--- src/rtl/fsd_pkg.sv ---
package fsd_pkg;
  typedef enum logic {
    FSD_RUN  = 1'b0,
    FSD_HOLD = 1'b1
  } fsd_state_e;
endpackage

--- src/rtl/fsd_line_sync.sv ---
module fsd_line_sync #(
  parameter int unsigned STAGES    = 2,
  parameter logic        RESET_VAL = 1'b0
) (
  input  logic clk_i,
  input  logic rst_ni,
  input  logic d_i,
  output logic q_o
);
  localparam int unsigned LAST = STAGES - 1;

  logic [STAGES-1:0] chain_q;

  always_ff @(posedge clk_i or negedge rst_ni) begin
    if (!rst_ni) begin
      chain_q <= {STAGES{RESET_VAL}};
    end else begin
      chain_q[0] <= d_i;
      for (int i = 1; i < STAGES; i++) chain_q[i] <= chain_q[i-1];
    end
  end

  assign q_o = chain_q[LAST];
endmodule

--- src/rtl/fsd_hold_ctrl.sv ---
module fsd_hold_ctrl
  import fsd_pkg::*;
(
  input  logic clk_i,
  input  logic rst_ni,
  input  logic trip_i,
  input  logic line_s_i,
  output logic pulldown_o,
  output logic gate_en_o
);
  fsd_state_e state_q, state_d;

  always_comb begin
    state_d = FSD_RUN;
    if (trip_i) state_d = FSD_HOLD;
    else if (state_q == FSD_HOLD && line_s_i) state_d = FSD_HOLD;
  end

  always_ff @(posedge clk_i or negedge rst_ni) begin
    if (!rst_ni) state_q <= FSD_RUN;
    else         state_q <= state_d;
  end

  assign pulldown_o = (state_q == FSD_HOLD);
  // trip bypasses the line: kills enable in the same cycle
  assign gate_en_o  = ~trip_i & ~pulldown_o & line_s_i;
endmodule

--- src/rtl/fsd_leg_gate.sv ---
module fsd_leg_gate (
  input  logic en_i,
  input  logic hi_i,
  input  logic lo_i,
  output logic hs_o,
  output logic ls_o
);
  logic both_w;

  assign both_w = hi_i & lo_i;
  assign hs_o   = en_i & hi_i & ~both_w;
  assign ls_o   = en_i & lo_i & ~both_w;
endmodule

--- src/rtl/fsd_shutdown_ctrl.sv ---
module fsd_shutdown_ctrl #(
  parameter int unsigned NUM_LEGS    = 3,
  parameter int unsigned SYNC_STAGES = 2
) (
  input  logic                clk_i,
  input  logic                rst_ni,
  input  logic                trip_i,
  input  logic                sd_line_i,
  input  logic [NUM_LEGS-1:0] hi_cmd_i,
  input  logic [NUM_LEGS-1:0] lo_cmd_i,
  output logic                gate_en_o,
  output logic                pulldown_o,
  output logic [NUM_LEGS-1:0] hs_gate_o,
  output logic [NUM_LEGS-1:0] ls_gate_o
);
  logic line_s;

  fsd_line_sync #(
    .STAGES   (SYNC_STAGES),
    .RESET_VAL(1'b0)
  ) u_sync (
    .clk_i (clk_i),
    .rst_ni(rst_ni),
    .d_i   (sd_line_i),
    .q_o   (line_s)
  );

  fsd_hold_ctrl u_hold (
    .clk_i     (clk_i),
    .rst_ni    (rst_ni),
    .trip_i    (trip_i),
    .line_s_i  (line_s),
    .pulldown_o(pulldown_o),
    .gate_en_o (gate_en_o)
  );

  for (genvar k = 0; k < NUM_LEGS; k++) begin : g_leg
    fsd_leg_gate u_leg (
      .en_i(gate_en_o),
      .hi_i(hi_cmd_i[k]),
      .lo_i(lo_cmd_i[k]),
      .hs_o(hs_gate_o[k]),
      .ls_o(ls_gate_o[k])
    );
  end
endmodule

--- config.mk ---
export PLATFORM = sky130hd
export DESIGN_NAME = fsd_shutdown_ctrl
export DESIGN_NICKNAME = d
export VERILOG_FILES = /design/src/rtl/fsd_pkg.sv /design/src/rtl/fsd_line_sync.sv /design/src/rtl/fsd_hold_ctrl.sv /design/src/rtl/fsd_leg_gate.sv /design/src/rtl/fsd_shutdown_ctrl.sv
export SDC_FILE = /design/constraint.sdc
export NUM_CORES = 1
export LEC_CHECK = 0
export BUFFER_PORTS_ARGS = -buffer_cell sky130_fd_sc_hd__buf_2
export CORE_AREA = 2 2 39 41
export CTS_BUF_LIST = sky130_fd_sc_hd__clkbuf_4 sky130_fd_sc_hd__clkbuf_8 sky130_fd_sc_hd__clkbuf_16
export CTS_CLUSTER_SIZE = 40
export DETAILED_ROUTE_END_ITERATION = 10
export DIE_AREA = 0 0 41 43
export PLACE_DENSITY = 0.43
export SLEW_MARGIN = 0
export SYNTH_ARGS = -nofsm -noshare
export SYNTH_HDL_FRONTEND = slang
export SYNTH_SLANG_ARGS = --single-unit
--- constraint.sdc ---
create_clock -name clk_i -period 2.1 [get_ports clk_i]
set_clock_uncertainty 0.2 [all_clocks]
set_input_delay 0.21 -clock clk_i [delete_from_list [all_inputs] [get_ports clk_i]]
set_output_delay 0.21 -clock clk_i [all_outputs]
set_load 0.01 [all_outputs]
==> flow_metrics.tcl, run 1 <==
set metrics [dict create \
    dieArea_um2 1760 \
    yosys.area_share.adder 0 \
    tightest_slew_ns 0.322 \
    final_cell_mix "buf_2, nor3b_2, clkbuf_4, dlygate4sd3_1, dfrtp_1" \
    drt-total-wl_um 436 \
    r2r_cells 1 \
    maxUsedRoutingLayer "met3" \
    cp_slowest_cell "or3b_1" \
    critical_path_arrival_ns 1.51 \
    rsz0062_at_grt "false" \
    hold_path.class "input port to async pin" \
    status "finished clean" \
    h-tree-depth 1 \
    ys_warn_count 0 \
    max_slew_margin 0.785 \
    synth_seq_area_share 0.330 \
    grt_pass1_wl_um 607 \
    endpoint_kind "output port" \
    mostFrequentLayoutCell "buf_2" \
    num_antenna_cells 0 \
    synth_top_family_by_area "simple AND/OR/NAND/NOR gates" \
    fin_crit_sh 0.914 \
    synthMuxAreaShare 0 \
    drv_cap 0 \
    nets 47 \
    total_power_mw 0.205 \
    wl_met1_um 149 \
    wl_per_cell_um 8.38 \
    start_kind "flop" \
    clkTransAtPathRegs_ns 0.04 \
    crit_required_ns 1.69 \
    synthSimpleGateAreaFrac 0.368 \
    firstDrtPassIters 1 \
    grt_use_total 0.0573 \
    grt_pass1_vias 167 \
    syn_avg_cell_area_um2 12.0 \
    powerDensity_nw_per_um2 610 \
    fin_tns_setup_ns 0 \
    route.met2.wl_um 186 \
    syn2layout_area_growth_pct 47.8 \
    fmax_ghz 0.521 \
    drtIter0Drc 0 \
    fp.dieW_um 41 \
    overflow 0 \
    cts_buffers 3 \
    hold_viol 0 \
    grt_max_degree 8 \
    rows 14 \
    synth_seq_cells 3 \
    drive_above_1_share 0.778 \
    num_io_pins 18 \
    initial_core_util 0.165 \
    vias 192 \
    worst-path-max-fanout 7 \
    port_buffers 17 \
    setup_viol 0 \
    final_util 0.243 \
    slowest_delay_ns 0.53 \
    rrSetupSlack_ns 1.19 \
    wl_met3_um 99 \
    path_cells "or3b_1, nor3b_2, buf_2" \
    synth_cells 19 \
    synth_compound_area_frac 0.0385 \
    irDropWorstVdd_uv 198 \
    critPathTopFamily "simple AND/OR/NAND/NOR gates" \
    final.fill_count 158 \
    cts_tree "done" \
    p_leak_nw 0.172 \
    antenna_found_initial 0 \
    syn_nets 29 \
    slew_viol_final 0 \
    clockBufferDepth 2 \
    core_um2 1380 \
    synth_xor_area_frac 0 \
    final.min_clock_period_ns 1.92 \
    worstSkewPairLatency_ns 0.23 \
    die_y_um 43 \
    cts-root-buf "clkbuf_4" \
    cp.buffers_inverters 1 \
    place.gp.congestion 0.596 \
    synth.distinct_cells 7 \
    syn_area_um2 228 \
    path_depth 3 \
    drc 0 \
    clock_sinks 3 \
    antenna_left 0 \
    worstSetupPathType "flop to output port" \
    viasPerCell 3.69 \
]
==> cell type report <==
class                      instances  area (µm²)  area share
inverter                           1        3.75      0.0112
multi-input combinational          8        92.6       0.275
timing repair buffer              20         115       0.342
sequential                         3        75.1       0.223
tap                               16        20.0      0.0595
clock buffer                       4        30.0      0.0892
==> metrics by stage <==
step	instance area (µm²)	instances	hold WS (ns)	setup slack, ns
after global routing	337	52	0.0897	0.0785
final	337	52	0.101	0.181
after CTS	337	52	0.0868	0.142
after detailed placement	277	45	-0.192	0.405
after global placement	277	45	-0.190	0.415
after floorplan	228	19	-0.286	0.471
==> path summary, 6_finish.rpt <==
check                                            startpoint                          end
worst max register to register  u_hold.pulldown_o$_DFF_PN0_  u_hold.pulldown_o$_DFF_PN0_
worst min-delay path                                 rst_ni  u_hold.pulldown_o$_DFF_PN0_
worst max-delay path            u_hold.pulldown_o$_DFF_PN0_                 ls_gate_o[2]
worst min register to register  u_sync.chain_q[0]$_DFF_PN0_  u_sync.chain_q[1]$_DFF_PN0_
max in group asynchronous                            rst_ni  u_sync.chain_q[0]$_DFF_PN0_
min in group clk_i              u_sync.chain_q[0]$_DFF_PN0_  u_sync.chain_q[1]$_DFF_PN0_
==> sequential cells by signal (all words and copies together), names as in the netlist <==
name and count:
u_sync.chain_q 2, u_hold.pulldown_o 1
==> routing by layer <==
metal / track usage / vias up
li1: - / 91
met1: 0.0419 / 83
met2: 0.0844 / 18
met3: 0.0262 / 0
met4: 0.0800 / 0
met5: 0 / -
==> synth_stat cells <==
cell     instances  area, µm²
a21o_2           1       8.76
buf_4            6       45.0
buf_6            1       11.3
dfrtp_1          3       75.1
inv_1            1       3.75
nor3b_2          6       75.1
or3b_1           1       8.76
==> report_power, final <==
group | leakage, nW | internal [mW] | total [mW] | switching [mW]
logic | 0.120 | 0.0166 | 0.0278 | 0.0113
clock network | 0.0184 | 0.0841 | 0.114 | 0.0302
registers | 0.0341 | 0.0614 | 0.0631 | 0.00164
==> cell families (layout without fill, tap and decap cells) <==
family                 count (synthesis)  after routing
AO/OA/AOI/OAI                          1              1
buffers and inverters                  8             25
flip-flops                             3              3
AND/OR/NAND/NOR                        7              7
==> repair_timing <==
item | in CTS | in global routing
buffers inserted | 0 | 0
endpoints found under the hold margin | 5 | 0
hold buffers | 3 | 0
resized for setup | 0 | 0
(Power assumes the default switching activity.)
==> run 2, diff against run 1 <==
- HOLD_SLACK_MARGIN: default -> 0.12
- PLACE_DENSITY: 0.43 -> 0.53
==> flow_metrics.tcl, run 2 (synthesis gave the netlist of run 1 again) <==
set metrics [dict create \
    cp_slowest_cell "or3b_1" \
    setup_viol 0 \
    antenna_found_initial 0 \
    crit_required_ns 1.69 \
    r2r_start "u_hold.pulldown_o$_DFF_PN0_" \
    drive_above_1_share 0.757 \
    final.fill_count 147 \
    worstSetupPathType "flop to output port" \
    num_io_pins 18 \
    start_kind "flop" \
    port_buffers 17 \
    initial_core_util 0.165 \
    fp.dieW_um 41 \
    vias 198 \
    postCtsSetupRepairBufs 0 \
    largest_register_ffs 2 \
    cts_tree "done" \
    clock_sinks 3 \
    status "finished clean" \
    place_ws_ns 0.425 \
    rrSetupSlack_ns 1.21 \
    path_cells "or3b_1, nor3b_2, buf_2" \
    critPathTopFamily "simple AND/OR/NAND/NOR gates" \
    regMostFlops "u_sync.chain_q" \
    rows 14 \
    final.min_clock_period_ns 1.90 \
    mostFrequentLayoutCell "buf_2" \
    p_leak_nw 0.176 \
    clockBufferDepth 2 \
    dieArea_um2 1760 \
    wl_met1_um 131 \
    powerDensity_nw_per_um2 594 \
    die_y_um 43 \
    hold_viol 0 \
    slew_viol_final 0 \
    place.gp.congestion 0.566 \
    cts-root-buf "clkbuf_4" \
    drt-total-wl_um 441 \
    clkTransAtPathRegs_ns 0.04 \
    maxUsedRoutingLayer "met3" \
    viasPerCell 3.74 \
    worstSkewPairLatency_ns 0.23 \
    crit_end "ls_gate_o[2]" \
    worst-path-max-fanout 7 \
    critical_path_arrival_ns 1.49 \
    wl_per_cell_um 8.32 \
    setup_slack_ns 0.196 \
    grt_use_total 0.0594 \
    endpoint_kind "output port" \
    drv_cap 0 \
    rsz0062_at_grt "false" \
    final_cell_mix "buf_2, nor3b_2, clkbuf_4, dlygate4sd3_1, dfrtp_1" \
    stdcell_area_um2 347 \
    num_antenna_cells 0 \
    syn2layout_area_growth_pct 52.2 \
    core_um2 1380 \
    grt_max_degree 8 \
    cp.buffers_inverters 1 \
    grt_pass1_vias 195 \
    drc 0 \
    nets 48 \
    wl_met3_um 93 \
    cts_buffers 3 \
    route.met2.wl_um 215 \
    slowest_delay_ns 0.53 \
    cp-startpoint "u_hold.pulldown_o$_DFF_PN0_" \
    placed_area_um2 277 \
    firstDrtPassIters 1 \
    r2r_cells 1 \
    fin_hold_ws_ns 0.142 \
    tightest_slew_ns 0.328 \
    antenna_left 0 \
    reg2reg_to "u_hold.pulldown_o$_DFF_PN0_" \
    drtIter0Drc 0 \
    hold_path.class "flop to flop" \
    fmax_ghz 0.525 \
    fin_tns_setup_ns 0 \
    irDropWorstVdd_uv 274 \
    grt_pass1_wl_um 634 \
    path_depth 3 \
    h-tree-depth 1 \
    fin_crit_sh 0.907 \
    max_slew_margin 0.781 \
    overflow 0 \
]
run 2: cell types whose count changed in the layout (fill, tap and decap cells not counted):
cell	change
dlygate4sd3_1	+1
run 2: power by group:
part | switching, mW | internal [mW] | total [mW]
Sequential | 0.00134 | 0.0614 | 0.0627
Combinational | 0.0117 | 0.0178 | 0.0295
Clock | 0.0295 | 0.0841 | 0.114
Total | 0.0425 | 0.163 | 0.206
run 2: cell type report:
cell class,count,area [µm²],share of cell area
Clock buffer,4,30.0,0.0866
Multi-Input combinational cell,8,92.6,0.267
Timing Repair Buffer,21,125,0.361
Inverter,1,3.75,0.0108
Sequential cell,3,75.1,0.217
Tap cell,16,20.0,0.0578
run 2: worst min-delay path by stage:
| stage | from | end | slack, ns | depth (start not counted) |
|---|---|---|---|---|
| after global placement | rst_ni | u_sync.chain_q[0]$_DFF_PN0_ | -0.19 | 1 |
| after floorplan | rst_ni | u_hold.pulldown_o$_DFF_PN0_ | -0.29 | 0 |
| after detailed placement | rst_ni | u_hold.pulldown_o$_DFF_PN0_ | -0.19 | 1 |
| after global routing | u_sync.chain_q[0]$_DFF_PN0_ | u_sync.chain_q[1]$_DFF_PN0_ | 0.15 | 0 |
| final | u_sync.chain_q[0]$_DFF_PN0_ | u_sync.chain_q[1]$_DFF_PN0_ | 0.14 | 0 |
| after CTS | u_sync.chain_q[0]$_DFF_PN0_ | u_sync.chain_q[1]$_DFF_PN0_ | 0.15 | 0 |
run 2: stage by stage:
step / std cells / utilization / power [mW]
floorplan: 19 / - / 0.0759
global placement: 45 / 0.200 / 0.0872
detailed placement: 45 / 0.200 / 0.0876
CTS: 53 / 0.250 / 0.214
global route: 53 / 0.250 / 0.222
finish: 53 / 0.250 / 0.206
run 2: layer usage:
layer,track usage,vias to the layer above
met5,0,-
met4,0.100,0
met3,0.0209,0
met2,0.0875,18
met1,0.0390,87
li1,-,93
run 2: timing repair:
action,4_1_cts,5_1_grt
hold buffers,4,0
hold endpoints to repair,5,0
gates resized for setup,0,0
